File: config.mk
export PLATFORM = sky130hd
export DESIGN_NAME = dual_dntimer
export DESIGN_NICKNAME = d
export VERILOG_FILES = /design/src/rtl/dntmr_pkg.sv /design/src/rtl/dntmr_chan.sv /design/src/rtl/dntmr_dec.sv /design/src/rtl/dual_dntimer.sv
export SDC_FILE = /design/constraint.sdc
export NUM_CORES = 1
export LEC_CHECK = 0
export ABC_AREA = 1
export ABC_CLOCK_PERIOD_IN_PS = 1290
export BUFFER_PORTS_ARGS = -buffer_cell sky130_fd_sc_hd__buf_2
export CAP_MARGIN = 20
export CORE_UTILIZATION = 55
export CTS_BUF_LIST = sky130_fd_sc_hd__clkbuf_4
export DETAILED_ROUTE_END_ITERATION = 6
export GPL_TIMING_DRIVEN = 0
export PLACE_DENSITY_LB_ADDON = 0.15
export SLEW_MARGIN = 25
export SYNTH_ARGS = -nofsm -noshare
export SYNTH_HDL_FRONTEND = slang
export SYNTH_HIERARCHICAL = 1
export SYNTH_SLANG_ARGS = --single-unit
File: constraint.sdc
create_clock -name clk -period 1.29 [get_ports clk]
set_input_delay 0.258 -clock clk [delete_from_list [all_inputs] [get_ports clk]]
set_output_delay 0.258 -clock clk [all_outputs]
set_load 0.03 [all_outputs]
File: src/rtl/dntmr_pkg.sv
`timescale 1ns/1ps
package dntmr_pkg;
    localparam int ADDR_W  = 8;
    localparam int NUM_TMR = 2;

    typedef logic [ADDR_W-1:0] addr_t;

    localparam addr_t MODE_ADDR = 8'hF1;

    // Counter register address per timer
    function automatic addr_t cnt_addr(input int idx);
        return (idx == 0) ? 8'hF4 : 8'hF2;
    endfunction

    // Prescaler register address per timer
    function automatic addr_t pre_addr(input int idx);
        return (idx == 0) ? 8'hF5 : 8'hF3;
    endfunction

    typedef struct packed {
        logic               is_mode;
        logic [NUM_TMR-1:0] is_cnt;
        logic [NUM_TMR-1:0] is_pre;
    } dec_t;
endpackage

File: src/rtl/dntmr_chan.sv
`timescale 1ns/1ps
module dntmr_chan #(
    parameter int CNT_W = 8,
    parameter int PRE_W = 6
) (
    input  logic             clk,
    input  logic             rst_n,
    input  logic             cnt_we,
    input  logic             pre_we,
    input  logic             mode_we,
    input  logic             ld_bit,
    input  logic             en_bit,
    input  logic [CNT_W-1:0] wdata,
    input  logic             cont,
    output logic [CNT_W-1:0] live_cnt,
    output logic [PRE_W-1:0] init_pre,
    output logic             en_o,
    output logic             ld_o,
    output logic             tc_o
);
    typedef struct packed {
        logic [CNT_W-1:0] init_cnt;
        logic [PRE_W-1:0] init_pre;
        logic [CNT_W-1:0] cnt;
        logic [PRE_W-1:0] pre;
        logic             en;
        logic             ld;
        logic             tc;
    } chan_t;

    chan_t st_d, st_q;
    logic  pre_wrap;

    always_comb begin
        st_d     = st_q;
        st_d.tc  = 1'b0;
        pre_wrap = (st_q.pre == PRE_W'(1));

        if (cnt_we) st_d.init_cnt = wdata;
        if (pre_we) st_d.init_pre = wdata[PRE_W-1:0];

        if (st_q.ld) begin
            // pending load takes priority over a count step
            st_d.cnt = st_q.init_cnt;
            st_d.pre = st_q.init_pre;
            st_d.ld  = 1'b0;
        end else if (st_q.en) begin
            if (pre_wrap) begin
                st_d.pre = st_q.init_pre;
                if (st_q.cnt == CNT_W'(1)) begin
                    st_d.tc  = 1'b1;
                    st_d.cnt = st_q.init_cnt;
                    if (!cont) st_d.en = 1'b0;
                end else begin
                    st_d.cnt = st_q.cnt - CNT_W'(1);
                end
            end else begin
                st_d.pre = st_q.pre - PRE_W'(1);
            end
        end

        if (mode_we) begin
            st_d.en = en_bit;
            if (ld_bit) st_d.ld = 1'b1;
        end
    end

    always_ff @(posedge clk or negedge rst_n) begin
        if (!rst_n) st_q <= '0;
        else        st_q <= st_d;
    end

    assign live_cnt = st_q.cnt;
    assign init_pre = st_q.init_pre;
    assign en_o     = st_q.en;
    assign ld_o     = st_q.ld;
    assign tc_o     = st_q.tc;
endmodule

File: src/rtl/dntmr_dec.sv
`timescale 1ns/1ps
module dntmr_dec
    import dntmr_pkg::*;
#(
    parameter int CNT_W = 8,
    parameter int PRE_W = 6
) (
    input  addr_t                           bus_addr,
    input  logic                            bus_wr,
    input  logic [NUM_TMR-1:0][CNT_W-1:0]   live_cnt,
    input  logic [NUM_TMR-1:0][PRE_W-1:0]   init_pre,
    input  logic [NUM_TMR-1:0]              en_vec,
    output logic                            mode_we,
    output logic [NUM_TMR-1:0]              cnt_we,
    output logic [NUM_TMR-1:0]              pre_we,
    output logic [CNT_W-1:0]                bus_rdata
);
    dec_t hit;

    always_comb begin
        hit.is_mode = (bus_addr == MODE_ADDR);
        for (int i = 0; i < NUM_TMR; i++) begin
            hit.is_cnt[i] = (bus_addr == cnt_addr(i));
            hit.is_pre[i] = (bus_addr == pre_addr(i));
        end
    end

    assign mode_we = bus_wr & hit.is_mode;
    assign cnt_we  = {NUM_TMR{bus_wr}} & hit.is_cnt;
    assign pre_we  = {NUM_TMR{bus_wr}} & hit.is_pre;

    always_comb begin
        bus_rdata = '0;
        if (hit.is_mode) begin
            for (int i = 0; i < NUM_TMR; i++) bus_rdata[2*i+1] = en_vec[i];
        end
        for (int i = 0; i < NUM_TMR; i++) begin
            if (hit.is_cnt[i]) bus_rdata = live_cnt[i];
            if (hit.is_pre[i]) bus_rdata = CNT_W'(init_pre[i]);
        end
    end
endmodule

File: src/rtl/dual_dntimer.sv
`timescale 1ns/1ps
module dual_dntimer
    import dntmr_pkg::*;
#(
    parameter int CNT_W = 8,
    parameter int PRE_W = 6
) (
    input  logic               clk,
    input  logic               rst_n,
    input  logic [ADDR_W-1:0]  bus_addr,
    input  logic               bus_wr,
    input  logic [CNT_W-1:0]   bus_wdata,
    output logic [CNT_W-1:0]   bus_rdata,
    input  logic [NUM_TMR-1:0] cont_mode,
    output logic [NUM_TMR-1:0] tc_pulse
);
    logic                          mode_we;
    logic [NUM_TMR-1:0]            cnt_we;
    logic [NUM_TMR-1:0]            pre_we;
    logic [NUM_TMR-1:0]            ld_vec;
    logic [NUM_TMR-1:0]            en_vec;
    logic [NUM_TMR-1:0][CNT_W-1:0] cnt_vec;
    logic [NUM_TMR-1:0][PRE_W-1:0] pre_vec;

    dntmr_dec #(.CNT_W(CNT_W), .PRE_W(PRE_W)) u_dec (
        .bus_addr  (bus_addr),
        .bus_wr    (bus_wr),
        .live_cnt  (cnt_vec),
        .init_pre  (pre_vec),
        .en_vec    (en_vec),
        .mode_we   (mode_we),
        .cnt_we    (cnt_we),
        .pre_we    (pre_we),
        .bus_rdata (bus_rdata)
    );

    for (genvar g = 0; g < NUM_TMR; g++) begin : g_tmr
        dntmr_chan #(.CNT_W(CNT_W), .PRE_W(PRE_W)) u_chan (
            .clk      (clk),
            .rst_n    (rst_n),
            .cnt_we   (cnt_we[g]),
            .pre_we   (pre_we[g]),
            .mode_we  (mode_we),
            .ld_bit   (bus_wdata[2*g]),
            .en_bit   (bus_wdata[2*g+1]),
            .wdata    (bus_wdata),
            .cont     (cont_mode[g]),
            .live_cnt (cnt_vec[g]),
            .init_pre (pre_vec[g]),
            .en_o     (en_vec[g]),
            .ld_o     (ld_vec[g]),
            .tc_o     (tc_pulse[g])
        );
    end
endmodule

==> impl_metrics.tcl, run 1 <==
set metrics [dict create \
    cp.required_ns 1.03 \
    cp-start-kind "flip-flop" \
    drtIter0Drc 330 \
    io_pins 31 \
    power_density_nw_per_um2 1790 \
    rrSetupSlack_ns -0.37 \
    antenna_left 0 \
    stdcell_count 781 \
    syn_nets 625 \
    crit_path_end_kind "primary output" \
    final_nets 708 \
    grt_start_max_net_pins 63 \
    maxCapViolations 0 \
    place_congestion 0.975 \
    cts_tree "done" \
    critical_path_class "reg -> out" \
    dr.pass1.iters 5 \
    setup_viol 28 \
    syn2layout_area_growth_pct 31.8 \
    cp_data_arrival_time_ns 1.41 \
    syn_avg_cell_area_sq_um 7.24 \
    place_inst 725 \
    synth_seq_cells 62 \
    grt_pass1_vias 4027 \
    initial_core_util_pct 58.3 \
    tns_ns -6.98 \
    root_buffer "clkbuf_4" \
    worst_slack_ns -0.374 \
    cp_max_fo 2 \
    cts_buffers 9 \
    rsz0062_at_grt "true" \
    fin_worst_skew_ns 0.0106 \
    hold_class "in -> reg" \
    outcome "finished, violations left" \
    violations "negative setup slack" \
    finalWirelength_um 12600 \
    rows 31 \
    fp.coreArea_sq_um 7410 \
    ir_drop_mv 1.16 \
    drc 0 \
    slew_headroom_pct 45.9 \
    p_leak_uw 0.00292 \
    hpwlAfterDp_um 8180 \
    antenna_found_initial 0 \
    die_x_um 90.6 \
    clkTransAtPathRegs_ns 0.11 \
    die_area_sq_um 8210 \
    dpl_cell_area_sq_um 4670 \
    fillers 539 \
    drv_slew 0 \
    die_h_um 90.6 \
    fmax_ghz 0.601 \
    via_count 4296 \
    min_period_over_period_pct 129 \
    grt_pass1_wl_um 19200 \
    yosysSeqAreaShare_pct 35.9 \
    grt-ovfl-total 0 \
    diodes 0 \
    via_per_inst 5.50 \
    htree_levels 3 \
    synth_cell_type_count 26 \
    clkSinkCount 62 \
    clk_latency_ns 0.40 \
    min_period_ns 1.66 \
    wl_per_cell_um 16.2 \
    synth_cells 596 \
    port_buffers 30 \
    worstMarginPinSlew_ns 0.812 \
    grt_usage_pct 30.1 \
    synth_area_sq_um 4320 \
    hold_viol_final 0 \
    cts_max_path_buffers 2 \
    yosys_warnings 6 \
    drive_above_1_share_pct 42.2 \
    fin_area_sq_um 5690 \
]
[cells in the mapped netlist]
master / n / area, sq um
nor2_4: 14 / 158
buf_6: 5 / 56.3
nand3_4: 2 / 35.0
buf_4: 29 / 218
clkinv_1: 6 / 22.5
mux2_2: 14 / 158
nand2_1: 183 / 687
inv_1: 60 / 225
a21boi_1: 2 / 15.0
xnor2_1: 4 / 35.0
o21ai_0: 16 / 80.1
nor2_1: 46 / 173
nand4_1: 9 / 56.3
nand3_1: 79 / 395
nand2_4: 6 / 67.6
o211ai_1: 8 / 60.1
a22oi_1: 2 / 15.0
clkbuf_1: 4 / 15.0
dfrtp_1: 62 / 1550
nand4_2: 2 / 25.0
buf_2: 3 / 15.0
nand2_2: 3 / 18.8
inv_2: 17 / 63.8
nor2_2: 10 / 62.6
o21ai_1: 2 / 10.0
ha_1: 8 / 100
[layer usage]
metal,part of all wire (%),GRT usage (%),vias up
met5,0,0,-
met4,1.8,12.4,0
met3,8.5,4.80,21
met2,47,46.8,197
met1,42,41.7,2055
li1,-,-,2023
[cells in the final DEF, fill, tap and decap left out, drive strengths merged, types with 2 or more instances in the layout]
cell type,synthesis,layout
nor2,70,70
clkinv,6,11
clkbuf,4,13
o211ai,8,8
nand3,81,81
a22oi,2,2
nand4,11,11
mux2,14,14
nand2,192,192
a21boi,2,2
ha,8,8
xnor2,4,4
buf,37,109
o21ai,18,18
dfrtp,62,62
inv,77,76
[through the flow]
stage,worst slack (ns),hold WS (ns),power (uW),util (%)
global route,-0.433,0.126,10900,76.8
floorplan,-0.0309,-0.0376,6270,-
finish,-0.374,0.124,10200,76.8
detailed placement,-0.336,0.392,7220,63.0
CTS,-0.365,0.106,9300,72.0
global placement,-0.303,0.483,7040,63.0
[what timing repair did]
action,in CTS,in global routing
gates resized for setup,82,90
pin swaps,17,52
hold buffers,1,0
endpoints found under the hold margin,62,0
buffers inserted,30,14
setup endpoints to repair,39,43
cloned,2,0
[final timing paths]
kind	start	end	depth (start not counted)
worst max-delay path	g_tmr[0].u_chan/live_cnt[1]	bus_rdata[1]	6
worst min-delay path	bus_wdata[2]	g_tmr[1].u_chan/ld_o	3
worst max register to register	g_tmr[0].u_chan/live_cnt[1]	g_tmr[0].u_chan/live_cnt[2]	12
worst min register to register	g_tmr[0].u_chan/st_q[4]	g_tmr[0].u_chan/st_q[4]	2
max in group asynchronous	rst_n	g_tmr[1].u_chan/live_cnt[3]	2
min in group asynchronous	rst_n	g_tmr[0].u_chan/live_cnt[7]	2
[critical path, stage by stage, from the launching register on]
cell and delay (ns):
dfrtp_1 0.44, buf_6 0.14, nand3_2 0.06, nand2_1 0.06
nor2_1 0.08, nand2_1 0.08, buf_6 0.14
[kinds of logic after synthesis]
| logic type | after synthesis | synth area share, % |
|---|---|---|
| xor+xnor | 4 | 0.811 |
| mux | 14 | 3.65 |
| flops | 62 | 35.9 |
| compound gates | 30 | 4.17 |
| fa+ha+maj | 8 | 2.32 |
| buf+inv | 124 | 14.3 |
| simple gates | 354 | 38.9 |
[state kept, by name, summed over array words and instances, names as in the netlist]
register and count:
g_tmr.u_chan/en_o 2, g_tmr.u_chan/init_pre 12, g_tmr.u_chan/ld_o 2, g_tmr.u_chan/live_cnt 16, g_tmr.u_chan/st_q 28, g_tmr.u_chan/tc_o 2
[cell type report]
cell class | count | area (sq um) | area share [%]
multi-input combinational | 410 | 2610 | 45.9
sequential | 62 | 1570 | 27.5
timing repair buffer | 74 | 599 | 10.5
buffer | 39 | 353 | 6.20
inverter | 83 | 344 | 6.05
tap | 99 | 124 | 2.18
clock buffer | 10 | 75.1 | 1.32
clock inverter | 4 | 16.3 | 0.286
[where the power goes]
| group | total [uW] | switching (uW) | internal [uW] |
|---|---|---|---|
| Sequential | 3050 | 580 | 2470 |
| Clock | 1050 | 677 | 376 |
| Combinational | 6090 | 3430 | 2660 |
Note: power is estimated with default switching activity, not from simulation.
==> run 2, diff against run 1 <==
Settings changed: CORE_MARGIN set to 2, SKIP_CTS_REPAIR_TIMING set to 1.
==> run 2 against run 1 <==
Net effect:
- the flow still finishes with violations (negative setup slack)
- sequential share of layout area grew 0.056 points
- cell area increased by 0.59%
- die area grew 4.5%
- combinational power barely moved
- clock power rose by 4%
- non-clock buffer count down 6
- total power rose by 1.7%
- fmax is 1.9% lower
- via count decreased by 3.4%
- sequential power rose by 4%
==> impl_metrics.tcl, run 2 (same netlist as run 1, synthesis figures left out) <==
set metrics [dict create \
    cp-start-kind "flip-flop" \
    slowest_stage "dfrtp_2" \
    via_count 4148 \
    grt_pass1_wl_um 17900 \
    critical_path_class "reg -> out" \
    drive_above_1_share_pct 43.5 \
    clkSinkCount 62 \
    finalWirelength_um 12000 \
    maxCapViolations 0 \
    min_period_over_period_pct 132 \
    clkTransAtPathRegs_ns 0.10 \
    rsz0062_at_grt "true" \
    r2r_start "g_tmr[0].u_chan/live_cnt[1]" \
    min_path_cells 3 \
    diodes 0 \
    largest_reg_flops 28 \
    holdPathEnd "g_tmr[0].u_chan/st_q[29]" \
    violations "negative setup slack" \
    cp_cell_sequence "buf_6 > nand3_2 > nand2_2 > nor2_2 > nand2_1 > buf_6" \
    fin_worst_skew_ns 0.0112 \
    cpMostUsedCell "buf_6" \
    htree_levels 3 \
    r2r-end "g_tmr[0].u_chan/live_cnt[7]" \
    regArea_sq_um 1580 \
    grt-ovfl-total 0 \
    drtIter0Drc 269 \
    cts_max_path_buffers 2 \
    worst_slack_ns -0.407 \
    rows 32 \
    crit_path_end_kind "primary output" \
    min_period_ns 1.70 \
    final_nets 704 \
    fmax_ghz 0.589 \
    cts_tree "done" \
    die_h_um 92.6 \
    place_congestion 0.881 \
    die_area_sq_um 8580 \
    root_buffer "clkbuf_4" \
    tns_ns -6.41 \
    initial_core_util_pct 56.5 \
    grt_usage_pct 27.0 \
    min_from "bus_wdata[6]" \
    ir_drop_mv 1.21 \
    final_cell_mix "nand2_1 (165), inv_1 (52), buf_4 (46)" \
    syn2layout_area_growth_pct 32.6 \
    power_density_nw_per_um2 1810 \
    cts_buffers 9 \
    met3_length_um 609 \
    wl_per_cell_um 15.4 \
    drc 0 \
    regMostFlops "g_tmr.u_chan/st_q" \
    drv_slew 0 \
    setup_viol 29 \
    clk_latency_ns 0.41 \
    hold_class "in -> reg" \
    antenna_found_initial 0 \
    via_per_inst 5.32 \
    dr.pass1.iters 5 \
    hpwlAfterDp_um 8100 \
    grt_start_max_net_pins 34 \
    cp.required_ns 1.03 \
    multiInputGateArea_sq_um 2680 \
    cp_data_arrival_time_ns 1.44 \
    rrSetupSlack_ns -0.31 \
    wl_met1_um 5470 \
    grt_pass1_vias 3721 \
    p_leak_uw 0.00283 \
    die_x_um 92.6 \
    port_buffers 30 \
    outcome "finished, violations left" \
    routed.top_layer "met4" \
    final_common_cell "nand2_1" \
    worstMarginPinSlew_ns 0.491 \
    cp_max_fo 4 \
    fillers 572 \
    route.met2.wl_um 5670 \
    slew_headroom_pct 67.1 \
    final_util_pct 74.9 \
    io_pins 31 \
    hold_viol_final 0 \
    reg2reg_depth 12 \
    cpPeakStageDelay_ns 0.46 \
    antenna_left 0 \
    fp.coreArea_sq_um 7650 \
]
## run 2: cell count changes in the layout (fill, tap and decap cells not counted), sizes merged
cell    previous run  this run
nand3             81        83
inv               76        77
buf              109       101
clkinv            11         9
clkbuf            13        16
## run 2: area by class of cell
type	count	share of cell area [%]
Buffer	40	6.25
Clock buffer	11	1.44
Clock inverter	3	0.240
Inverter	83	5.79
Multi-Input combinational cell	412	46.8
Sequential cell	62	27.6
Tap cell	102	2.23
Timing Repair Buffer	67	9.66
## run 2: power by group
group          internal, uW  leakage, uW  total (uW)  switching, uW
Clock                   407    0.0000600        1090            683
Sequential             2500     0.000724        3170            670
Combinational          2770      0.00205        6110           3340
## run 2: per-layer routing
layer	global-route usage (%)	up-vias
met3	4.96	25
met4	11.1	0
li1	-	2015
met5	0	-
met1	38.9	1995
met2	40.2	113
## run 2: through the flow
stage               hold WS (ns)  instance area, sq um  total power, uW  cells  setup slack, ns
floorplan                -0.0376                  4390             6270    596          -0.0309
global placement           0.482                  4670             7060    728           -0.292
detailed placement         0.214                  4690             7190    729           -0.350
CTS                       -0.247                  4790             8280    743           -0.539
global route               0.116                  5720            11100    780           -0.478
finish                    0.0981                  5720            10400    780           -0.407
## run 2: worst max path at each step
stage / start / endpoint / slack (ns)
after global placement: bus_addr[6] / g_tmr[0].u_chan/en_o / -0.29
after floorplan: bus_addr[2] / g_tmr[1].u_chan/init_pre[0] / -0.03
after global routing: g_tmr[0].u_chan/live_cnt[3] / bus_rdata[3] / -0.48
final: g_tmr[0].u_chan/live_cnt[3] / bus_rdata[3] / -0.41
after detailed placement: bus_addr[6] / g_tmr[1].u_chan/en_o / -0.35
after CTS: g_tmr[0].u_chan/live_cnt[5] / bus_rdata[5] / -0.54
## run 2: worst max-delay path: cells and delay by family (launching register included)
family	cells	cell delay, ns
AND/OR/NAND/NOR	4	0.29
flip-flops	1	0.46
buffers and inverters	2	0.27
==> run 3, diff against run 2 <==
Settings changed: CORE_ASPECT_RATIO set to 1.1.
==> run 3 against run 2 <==
Net effect:
- the run still ends with negative setup slack left
- utilization shrank 0.88 points
- first-iteration DRC count down 60%
- clock power increased by 24%
- via count is 0.75% lower
- die area about the same
- cell area decreased by 2.4%
- global-route usage fell by 0.17 points
- critical endpoint unchanged
- largest power group unchanged
==> impl_metrics.tcl, run 3 (same netlist as run 1, synthesis figures left out) <==
set metrics [dict create \
    via_per_inst 5.24 \
    clkSinkCount 62 \
    initial_core_util_pct 57.1 \
    cp.required_ns 1.03 \
    ir_drop_mv 1.02 \
    grt_usage_pct 26.8 \
    drtIter0Drc 107 \
    worstMarginPinSlew_ns 0.317 \
    die_area_sq_um 8580 \
    slowest_stage "dfrtp_2" \
    regMostFlops "g_tmr.u_chan/st_q" \
    swShare_pct 43.9 \
    cp_max_fo 4 \
    setup_viol 32 \
    power_density_nw_per_um2 1770 \
    pwr-share-seq_pct 31.3 \
    fmax_ghz 0.593 \
    slew_headroom_pct 78.8 \
    pwr-share-comb_pct 55.1 \
    internal-power_uw 5560 \
    fillers 600 \
    violations "negative setup slack" \
    cp_cell_sequence "buf_6 > nand3_4 > nand2_2 > nor2_1 > nand2_1 > buf_6" \
    min_period_ns 1.69 \
    io_pins 31 \
    drv_slew 0 \
    hold_class "in -> reg" \
    cp-start-kind "flip-flop" \
    hold_viol_final 0 \
    cts_tree "done" \
    wl_per_cell_um 15.0 \
    rows 33 \
    fin_worst_skew_ns 0.0108 \
    finalWirelength_um 11800 \
    clkPwrFrac_pct 13.6 \
    cpLargestDelayFamily "flip-flops" \
    drive_above_1_share_pct 40.0 \
    die_h_um 96.9 \
    via_count 4117 \
    cp_data_arrival_time_ns 1.43 \
    cts_max_path_buffers 2 \
    htree_levels 3 \
    grt_pass1_wl_um 17800 \
    critical_path_class "reg -> out" \
    diodes 0 \
    die_x_um 88.5 \
    worst_slack_ns -0.396 \
    cpPeakStageDelay_ns 0.45 \
    outcome "finished, violations left" \
    dp_slack_ns -0.336 \
    root_buffer "clkbuf_4" \
    crit_path_end_kind "primary output" \
    clkTransAtPathRegs_ns 0.10 \
    grt-ovfl-total 0 \
    grt_start_max_net_pins 42 \
    antenna_found_initial 0 \
    clk_latency_ns 0.41 \
    place_congestion 0.894 \
    maxCapViolations 0 \
    cts_buffers 9 \
    fp.coreArea_sq_um 7560 \
    worst-path-buf-inv 2 \
    rsz0062_at_grt "true" \
    grt_pass1_vias 3912 \
    final_common_cell "nand2_1" \
    final_nets 704 \
    antenna_left 0 \
    syn2layout_area_growth_pct 29.4 \
    drc 0 \
    dr.pass1.iters 4 \
    port_buffers 30 \
    p_sw_uw 4350 \
    final_cell_mix "nand2_1 (169), nand3_1 (57), inv_1 (53)" \
    min_period_over_period_pct 131 \
    largest_reg_flops 28 \
    holdWs_ns 0.118 \
    p_leak_uw 0.00283 \
    hpwlAfterDp_um 8100 \
    cpMostUsedCell "buf_6" \
]
-- run 3: final cells by class --
class	instances	area, sq um	area share (%)
buffer	41	377	6.74
multi-input combinational	410	2490	44.6
inverter	83	319	5.71
clock inverter	5	50.0	0.895
tap	105	131	2.35
clock buffer	11	82.6	1.48
sequential	62	1570	28.1
timing repair buffer	68	571	10.2
-- run 3: final timing paths --
kind	from	to	slack (ns)	cells past startpoint
worst max-delay path	g_tmr[0].u_chan/live_cnt[3]	bus_rdata[3]	-0.40	6
worst min-delay path	bus_wdata[6]	g_tmr[1].u_chan/st_q[29]	0.12	3
worst max register to register	g_tmr[0].u_chan/live_cnt[1]	g_tmr[0].u_chan/live_cnt[7]	-0.25	11
worst min register to register	g_tmr[1].u_chan/st_q[4]	g_tmr[1].u_chan/st_q[4]	0.52	2
max in group asynchronous	rst_n	g_tmr[0].u_chan/en_o	0.47	3
min in group asynchronous	rst_n	g_tmr[1].u_chan/st_q[7]	0.27	2
-- run 3: power by group through the flow --
| stage | Sequential (uW) | Combinational (uW) | Clock, uW |
|---|---|---|---|
| 2_1_floorplan | 2930 | 3340 | 0 |
| 3_3_place_gp | 3090 | 3910 | 0 |
| 3_5_place_dp | 3100 | 4080 | 0 |
| 4_1_cts | 3070 | 4100 | 1380 |
| 5_1_grt | 3170 | 6050 | 1460 |
| 6_report | 3100 | 5460 | 1350 |
-- run 3: worst reg2reg max path: cells and delay by family (launching register included) --
family / cells / cell delay, ns
adders and majority gates: 1 / 0.16
buffers and inverters: 3 / 0.35
DFF: 1 / 0.43
and+or+nand+nor: 7 / 0.52
-- run 3: through the flow --
step | util [%] | total power, uW | TNS [ns] | cell area (sq um) | cells
after global placement | 61.8 | 7000 | -26.32 | 4670 | 731
after detailed placement | 62.1 | 7180 | -12.22 | 4690 | 732
after CTS | 63.9 | 8540 | -6.12 | 4830 | 748
after global routing | 74.0 | 10700 | -8.73 | 5590 | 785
after floorplan | - | 6270 | -0.136 | 4390 | 596
final | 74.0 | 9910 | -6.01 | 5590 | 785
-- run 3: per-layer routing --
metal	part of all wire, %	routed length [um]	global-route usage [%]
met5	0	0	0
met1	41	4900	32.9
met4	2.5	291	9.21
met2	52	6150	46.7
met3	4.0	476	4.61
